--- config.mk ---
export PLATFORM = sky130hd
export DESIGN_NAME = irq_funnel
export DESIGN_NICKNAME = d
export VERILOG_FILES = /design/src/rtl/irq_funnel_pkg.sv /design/src/rtl/irqf_w1c_bank.sv /design/src/rtl/irqf_cfg_reg.sv /design/src/rtl/irqf_msg_capture.sv /design/src/rtl/irq_funnel.sv
export SDC_FILE = /design/constraint.sdc
export NUM_CORES = 1
export LEC_CHECK = 0
export ABC_CLOCK_PERIOD_IN_PS = 1800
export BUFFER_PORTS_ARGS = -buffer_cell sky130_fd_sc_hd__buf_4
export CAP_MARGIN = 5
export CORE_MARGIN = 2
export CORE_UTILIZATION = 57
export DETAILED_ROUTE_END_ITERATION = 8
export HOLD_SLACK_MARGIN = 0.05
export PLACE_DENSITY = 0.8
export SETUP_SLACK_MARGIN = 0.05
export SYNTH_ARGS = -nofsm -noshare
export SYNTH_HDL_FRONTEND = slang
export SYNTH_SLANG_ARGS = --single-unit
--- constraint.sdc ---
create_clock -name clk -period 1.8 [get_ports clk]
set_input_delay 0.18 -clock clk [delete_from_list [all_inputs] [get_ports clk]]
set_output_delay 0.18 -clock clk [all_outputs]
set_load 0.02 [all_outputs]
--- src/rtl/irq_funnel_pkg.sv ---
package irq_funnel_pkg;
   // register indices on the access port
   localparam int unsigned IDX_STAT_A    = 0;
   localparam int unsigned IDX_MASK_A    = 1;
   localparam int unsigned IDX_STAT_B    = 2;
   localparam int unsigned IDX_MASK_B    = 3;
   localparam int unsigned IDX_MSG_STAT  = 4;
   localparam int unsigned IDX_MSG_MASK  = 5;
   localparam int unsigned IDX_MSG_DATA  = 6;
   localparam int unsigned IDX_HOST_STAT = 7;
   localparam int unsigned IDX_HOST_MASK = 8;

   // bit positions decoded by software and by the host level
   localparam int unsigned A_EVT_W       = 27;
   localparam int unsigned B_EVT_W       = 8;
   localparam int unsigned B_EVT_LSB     = 4;
   localparam int unsigned HOST_EVT_W    = 24;
   localparam int unsigned A_MSG_BIT     = 24;
   localparam int unsigned HOST_CORE_BIT = 16;

   localparam logic [31:0] A_FIELD       = 32'h07FF_FFFF;
   localparam logic [31:0] B_FIELD       = 32'h0000_0FF0;
   localparam logic [31:0] HOST_FIELD    = 32'h00FF_F0FB;
   localparam logic [31:0] A_MASK_RST    = A_FIELD & ~(32'h1 << A_MSG_BIT);
   localparam logic [31:0] B_MASK_RST    = B_FIELD;
   localparam logic [31:0] HOST_MASK_RST = HOST_FIELD & ~(32'h1 << HOST_CORE_BIT);
endpackage

--- src/rtl/irqf_w1c_bank.sv ---
module irqf_w1c_bank #(
   parameter int unsigned  W        = 32,
   parameter logic [W-1:0] FIELD    = '1,
   parameter bit           SET_WINS = 1'b1
) (
   input  logic         clk,
   input  logic         rst_n,
   input  logic [W-1:0] set_i,
   input  logic [W-1:0] clr_i,
   output logic [W-1:0] q_o
);
   logic [W-1:0] nxt;

   if (SET_WINS) begin : g_set_first
      assign nxt = ((q_o & ~clr_i) | set_i) & FIELD;
   end else begin : g_clr_first
      assign nxt = (q_o | set_i) & ~clr_i & FIELD;
   end

   always_ff @(posedge clk or negedge rst_n) begin
      if (!rst_n) q_o <= '0;
      else        q_o <= nxt;
   end
endmodule

--- src/rtl/irqf_cfg_reg.sv ---
module irqf_cfg_reg #(
   parameter int unsigned  W     = 32,
   parameter logic [W-1:0] FIELD = '1,
   parameter logic [W-1:0] RST   = '0
) (
   input  logic         clk,
   input  logic         rst_n,
   input  logic         we_i,
   input  logic [W-1:0] wdata_i,
   output logic [W-1:0] q_o
);
   always_ff @(posedge clk or negedge rst_n) begin
      if (!rst_n)    q_o <= RST & FIELD;
      else if (we_i) q_o <= wdata_i & FIELD;
   end
endmodule

--- src/rtl/irqf_msg_capture.sv ---
module irqf_msg_capture #(
   parameter int unsigned MSG_NUM   = 32,
   parameter int unsigned PAYLOAD_W = 8,
   localparam int unsigned VEC_W    = $clog2(MSG_NUM)
) (
   input  logic                 clk,
   input  logic                 rst_n,
   input  logic                 valid_i,
   input  logic [VEC_W-1:0]     vec_i,
   input  logic [PAYLOAD_W-1:0] data_i,
   input  logic [MSG_NUM-1:0]   clr_i,
   input  logic [MSG_NUM-1:0]   mask_i,
   output logic [MSG_NUM-1:0]   stat_o,
   output logic [PAYLOAD_W-1:0] data_o,
   output logic                 pend_o
);
   logic [MSG_NUM-1:0] hit;

   for (genvar v = 0; v < MSG_NUM; v++) begin : g_dec
      assign hit[v] = valid_i && (vec_i == VEC_W'(v));
   end

   irqf_w1c_bank #(.W(MSG_NUM), .FIELD('1), .SET_WINS(1'b1)) u_stat (
      .clk   (clk),
      .rst_n (rst_n),
      .set_i (hit),
      .clr_i (clr_i),
      .q_o   (stat_o)
   );

   always_ff @(posedge clk or negedge rst_n) begin
      if (!rst_n)       data_o <= '0;
      else if (valid_i) data_o <= data_i;
   end

   assign pend_o = |(stat_o & ~mask_i);
endmodule

--- src/rtl/irq_funnel.sv ---
module irq_funnel
   import irq_funnel_pkg::*;
#(
   parameter int unsigned DATA_W    = 32,
   parameter int unsigned ADDR_W    = 4,
   parameter int unsigned MSG_NUM   = 32,
   parameter int unsigned PAYLOAD_W = 8,
   localparam int unsigned VEC_W    = $clog2(MSG_NUM)
) (
   input  logic                  clk,
   input  logic                  rst_n,
   input  logic                  reg_we,
   input  logic [ADDR_W-1:0]     reg_addr,
   input  logic [DATA_W-1:0]     reg_wdata,
   output logic [DATA_W-1:0]     reg_rdata,
   input  logic [A_EVT_W-1:0]    evt_a,
   input  logic [B_EVT_W-1:0]    evt_b,
   input  logic                  msg_valid,
   input  logic [VEC_W-1:0]      msg_vec,
   input  logic [PAYLOAD_W-1:0]  msg_data,
   input  logic [HOST_EVT_W-1:0] host_evt,
   output logic                  irq_o
);
   if (DATA_W < 32) begin : g_bad_dw
      $error("irq_funnel: DATA_W must hold the 32-bit register fields");
   end
   if (MSG_NUM < 2 || MSG_NUM > DATA_W) begin : g_bad_msg
      $error("irq_funnel: MSG_NUM must lie between 2 and DATA_W");
   end
   if (PAYLOAD_W > DATA_W) begin : g_bad_pl
      $error("irq_funnel: PAYLOAD_W exceeds DATA_W");
   end
   if (ADDR_W < 4) begin : g_bad_aw
      $error("irq_funnel: ADDR_W too narrow for nine registers");
   end

   localparam logic [DATA_W-1:0] FA  = DATA_W'(A_FIELD);
   localparam logic [DATA_W-1:0] FB  = DATA_W'(B_FIELD);
   localparam logic [DATA_W-1:0] FH  = DATA_W'(HOST_FIELD);
   localparam logic [DATA_W-1:0] CORE_ONE = DATA_W'(1) << HOST_CORE_BIT;

   // one write strobe per register index
   logic [8:0] wsel;
   for (genvar r = 0; r < 9; r++) begin : g_wsel
      assign wsel[r] = reg_we && (reg_addr == ADDR_W'(r));
   end

   logic [DATA_W-1:0] stat_a_q, mask_a_q, stat_b_q, mask_b_q;
   logic [DATA_W-1:0] host_stat_q, host_mask_q;
   logic [MSG_NUM-1:0] msg_stat_q, msg_mask_q;
   logic [PAYLOAD_W-1:0] msg_data_q;
   logic msg_pend, core_any;
   logic [DATA_W-1:0] set_a, set_b, set_h;

   // message level
   irqf_cfg_reg #(.W(MSG_NUM), .FIELD('1), .RST('0)) u_msg_mask (
      .clk(clk), .rst_n(rst_n), .we_i(wsel[IDX_MSG_MASK]),
      .wdata_i(reg_wdata[MSG_NUM-1:0]), .q_o(msg_mask_q)
   );

   irqf_msg_capture #(.MSG_NUM(MSG_NUM), .PAYLOAD_W(PAYLOAD_W)) u_msg (
      .clk     (clk),
      .rst_n   (rst_n),
      .valid_i (msg_valid),
      .vec_i   (msg_vec),
      .data_i  (msg_data),
      .clr_i   (wsel[IDX_MSG_STAT] ? reg_wdata[MSG_NUM-1:0] : '0),
      .mask_i  (msg_mask_q),
      .stat_o  (msg_stat_q),
      .data_o  (msg_data_q),
      .pend_o  (msg_pend)
   );

   // core level
   assign set_a = DATA_W'(evt_a) | (DATA_W'(msg_pend) << A_MSG_BIT);
   assign set_b = DATA_W'(evt_b) << B_EVT_LSB;

   irqf_w1c_bank #(.W(DATA_W), .FIELD(FA)) u_stat_a (
      .clk(clk), .rst_n(rst_n), .set_i(set_a),
      .clr_i(wsel[IDX_STAT_A] ? reg_wdata : '0), .q_o(stat_a_q)
   );
   irqf_cfg_reg #(.W(DATA_W), .FIELD(FA), .RST(DATA_W'(A_MASK_RST))) u_mask_a (
      .clk(clk), .rst_n(rst_n), .we_i(wsel[IDX_MASK_A]),
      .wdata_i(reg_wdata), .q_o(mask_a_q)
   );
   irqf_w1c_bank #(.W(DATA_W), .FIELD(FB)) u_stat_b (
      .clk(clk), .rst_n(rst_n), .set_i(set_b),
      .clr_i(wsel[IDX_STAT_B] ? reg_wdata : '0), .q_o(stat_b_q)
   );
   irqf_cfg_reg #(.W(DATA_W), .FIELD(FB), .RST(DATA_W'(B_MASK_RST))) u_mask_b (
      .clk(clk), .rst_n(rst_n), .we_i(wsel[IDX_MASK_B]),
      .wdata_i(reg_wdata), .q_o(mask_b_q)
   );

   assign core_any = (|(stat_a_q & ~mask_a_q)) | (|(stat_b_q & ~mask_b_q));

   // host level
   assign set_h = (DATA_W'(host_evt) & ~CORE_ONE) | (core_any ? CORE_ONE : '0);

   irqf_w1c_bank #(.W(DATA_W), .FIELD(FH)) u_host_stat (
      .clk(clk), .rst_n(rst_n), .set_i(set_h),
      .clr_i(wsel[IDX_HOST_STAT] ? reg_wdata : '0), .q_o(host_stat_q)
   );
   irqf_cfg_reg #(.W(DATA_W), .FIELD(FH), .RST(DATA_W'(HOST_MASK_RST))) u_host_mask (
      .clk(clk), .rst_n(rst_n), .we_i(wsel[IDX_HOST_MASK]),
      .wdata_i(reg_wdata), .q_o(host_mask_q)
   );

   assign irq_o = |(host_stat_q & ~host_mask_q);

   // read port
   always_comb begin
      unique case (reg_addr)
         ADDR_W'(IDX_STAT_A):    reg_rdata = stat_a_q;
         ADDR_W'(IDX_MASK_A):    reg_rdata = mask_a_q;
         ADDR_W'(IDX_STAT_B):    reg_rdata = stat_b_q;
         ADDR_W'(IDX_MASK_B):    reg_rdata = mask_b_q;
         ADDR_W'(IDX_MSG_STAT):  reg_rdata = DATA_W'(msg_stat_q);
         ADDR_W'(IDX_MSG_MASK):  reg_rdata = DATA_W'(msg_mask_q);
         ADDR_W'(IDX_MSG_DATA):  reg_rdata = DATA_W'(msg_data_q);
         ADDR_W'(IDX_HOST_STAT): reg_rdata = host_stat_q;
         ADDR_W'(IDX_HOST_MASK): reg_rdata = host_mask_q;
         default:                reg_rdata = '0;
      endcase
   end
endmodule

==> run metrics <==
sequential share of power=0.476; fmax=about 510 MHz; synth warn=0; Post-synth ARST share=1.000; Psw=approximately 3.4 mW; H-Tree Depth=4; total number of vias=8019; GRT Max-Usage Layer=met2; cell area power density=approximately 950 nW/µm²; DRT iter0 DRCs=~1100; met2 GRT Util=0.5988; Worst path max stage delay=approximately 0.54 ns; largest net degree at the start of global routing=52; Final nets=1157; Crit path max-delay family=flip-flops; grt total ovfl=0; M1 GR Usage=0.4593; Comb pwr share=0.209; Mapped Nets=between 800 and 900; Final Core Density=0.7992; Max clock buf depth=2; outcome=finished with violations; Num CTS Buffers=17; Startpoint Class=flip-flop; Final period util=1.089; share of layout cells above drive strength 1=0.3781; final setup fails=5; Vias/cell=6.436; Avg Inst Size Synth=11.34 µm²; Total GRT Usage=0.3684; Design Power=11.57 mW; FF-to-FF setup slack=0.22 ns; worst-margin pin slew=approximately 0.65 ns; Placed Instances=1105; GP Congestion=between 0.9 and 1; Fillers=898; WL final=just over 30000 µm; Layout Skew=0.005513 ns; register area share after synthesis=0.5158; core region area=roughly 15000 µm²; row cnt=45; die width=~130 µm; dpl ws=-0.007018 ns; # IOs=around 150; post-route insts no fill=~1200; clk sink count=180; Gate Count Post-Synth=~800; Synth area leaders=dfrtp_1, dfstp_2, mux2_2, nand2_1, a21o_1; Clk Tree Root Cell=clkbuf_16; Tmin final=between 1.5 and 2 ns; top cell type's share of synthesized area=0.3616; clock power share=0.315; DIE HEIGHT=approximately 130 µm; Worst setup EP type=primary output; RSZ-0062 raised after global routing=true; Clk pin slew, worst setup/hold paths=0.07 ns; DRC viols=0; number of flops mapped to enable cells by yosys=0; Crit Path Class=flip-flop to primary output; flops & latches, synth=180; global routing usage on met3=0.09064; failing checks=setup timing; I/O Buffers=between 100 and 150; worst rel slew slack=0.5611; Final HPWL DP=19900 µm; synth-to-layout area growth=37.15%; first-pass GRT wire length=about 46000 µm; CTS tree=done; starting density of the core=0.5827; Yosys top cell by area=dfrtp_1; synthesized area=just under 9000 µm²; crit path buf inv count=1; number of global-route vias before repair=8360; Final Hold Fails=0; P_int=between 8 and 9 mW; Pre-Repair DR Iteration Count=6; antenna violations before repair=0; Setup WS post-layout=-0.1594 ns; crit-path max FO=3; Switching Fraction=0.2906; Setup TNS=-0.3109 ns; maximum vdd drop=about 0.76 mV; Distinct cells, synth=49; antenna cells=0; crit path DAT=1.78 ns; WHS=about 0.057 ns; final instance area=12150 µm²; CP cell instances=nand2b_4, o2111ai_1, nor3_1, nand3_1, buf_6; final slew viol count=0; leakage=5.336 nW; max-cap violations=0; Top FF cell, synth=dfrtp_1; Clock Latency Late Sink=0.44 ns; antenna viol nets, final=0; Die ar.=16550 µm²; DR WL/cell=between 20 and 25 µm; Worst EP required=approximately 1.6 ns; Placed Area=around 10000 µm²; worst hold-check path type=primary input to flip-flop; CP max stage cell=dfstp_2
## final timing paths
path / to / cells past startpoint / startpoint
max: irq_o / 5 / u_host_mask.q_o[6]
min: u_mask_b.q_o[4] / 2 / reg_wdata[4]
max reg2reg: u_host_stat.q_o[16] / 5 / u_mask_b.q_o[9]
min reg2reg: u_host_stat.q_o[1] / 1 / u_host_stat.q_o[1]
max in group asynchronous: u_mask_a.q_o[2] / 3 / rst_n
min in group asynchronous: u_host_stat.q_o[17] / 2 / rst_n
## placed cells by master, fill, tap and decap left out, types with 3 or more instances in the layout
| cell type | count |
|---|---|
| buf_4 | 175 |
| dfrtp_1 | 128 |
| nand2_1 | 116 |
| dlygate4sd3_1 | 93 |
| mux2_2 | 85 |
| a21o_1 | 52 |
| dfstp_2 | 52 |
| inv_1 | 46 |
| nand2b_1 | 42 |
| a22oi_1 | 25 |
| a222oi_1 | 24 |
| a22o_1 | 21 |
| o2bb2ai_1 | 19 |
| clkbuf_16 | 18 |
| o2111ai_1 | 12 |
| o22ai_1 | 12 |
| buf_12 | 11 |
| mux2_4 | 10 |
| nand3_1 | 8 |
| buf_6 | 7 |
| nor2b_1 | 5 |
| nor3b_1 | 5 |
| nand4_1 | 5 |
| nor2_1 | 4 |
| nor4_1 | 4 |
| a32o_1 | 4 |
| nand2b_4 | 4 |
| clkinv_4 | 4 |
| clkinvlp_4 | 4 |
| nor4b_4 | 3 |
| and3_1 | 3 |
| a31oi_1 | 3 |
| nand4b_1 | 3 |
| nor3_1 | 3 |
| inv_6 | 3 |
## worst reg2reg max path, cell delays in order, from the launching register on
cell      delay [ns]
dfstp_2         0.54
nand2b_1        0.16
o221ai_1        0.16
nor4_2          0.33
buf_4           0.17
nand4_1         0.08
## per-layer routing
layer / share of wire / wire length (µm) / vias to the layer above
met5: 0 / 0 / -
met4: 0.049 / 1474 / 0
met2: 0.48 / 14600 / 542
met1: 0.37 / 11340 / 3948
met3: 0.094 / 2856 / 121
li1: - / - / 3408
## registers in the layout, summed over array words and instances, names as in the netlist
| register | cells |
|---|---|
| u_msg.u_stat.q_o | 32 |
| u_mask_a.q_o | 27 |
| u_stat_b.q_o | 8 |
| u_host_mask.q_o | 19 |
| u_stat_a.q_o | 27 |
| u_msg.data_o | 8 |
| u_host_stat.q_o | 19 |
| u_mask_b.q_o | 8 |
| u_msg_mask.q_o | 32 |
## repair_timing
action	4_1_cts	5_1_grt
endpoints found under the setup margin	13	19
resized for setup	15	14
hold buffers	93	0
endpoints found under the hold margin	186	0
setup buffers	10	5
pin swaps	8	7
gates cloned	0	1
## power by group through the flow
| stage | clock network [mW] | registers (mW) | logic (mW) |
|---|---|---|---|
| after floorplan | 0 | 5.30 | 1.26 |
| after global placement | 0 | 5.47 | 2.01 |
| after detailed placement | 0 | 5.52 | 2.08 |
| after CTS | 3.69 | 5.47 | 2.32 |
| after global routing | 3.83 | 5.57 | 2.56 |
| final | 3.65 | 5.51 | 2.41 |
## cells in the mapped netlist (3+ instances only)
| library cell | number |
|---|---|
| dfrtp_1 | 128 |
| nand2_1 | 116 |
| mux2_2 | 85 |
| a21o_1 | 52 |
| dfstp_2 | 52 |
| inv_1 | 46 |
| nand2b_1 | 46 |
| a22oi_1 | 25 |
| a222oi_1 | 24 |
| a22o_1 | 21 |
| o2bb2ai_1 | 20 |
| buf_2 | 18 |
| clkbuf_1 | 15 |
| o2111ai_1 | 13 |
| o22ai_1 | 12 |
| mux2_4 | 10 |
| nand3_1 | 8 |
| nor4_1 | 6 |
| nand4_1 | 5 |
| nor2b_1 | 5 |
| nor3b_1 | 5 |
| a221oi_1 | 4 |
| a31oi_1 | 4 |
| a32o_1 | 4 |
| buf_4 | 4 |
| buf_6 | 4 |
| mux2i_1 | 4 |
| nor2_1 | 4 |
| nor3_1 | 4 |
| and2_1 | 3 |
| and3_1 | 3 |
| nand4b_1 | 3 |
| nor4b_4 | 3 |
| o21ai_0 | 3 |
## cell families after synthesis
logic type	synth area share
AO/OA/AOI/OAI	0.1788
buffers and inverters	0.04492
flip-flops	0.5158
multiplexers	0.1295
AND/OR/NAND/NOR	0.1309
## layout make-up
cell class,count,area [µm²],area share
clock buffer,19,452.9,0.03728
multi-input combinational,513,4024,0.3312
timing repair buffer,287,2569,0.2114
clock inverter,13,126.4,0.01040
sequential,180,4569,0.3761
tap,188,235.2,0.01936
inverter,46,172.7,0.01421
No activity file was read; power rests on OpenSTA's default activity.
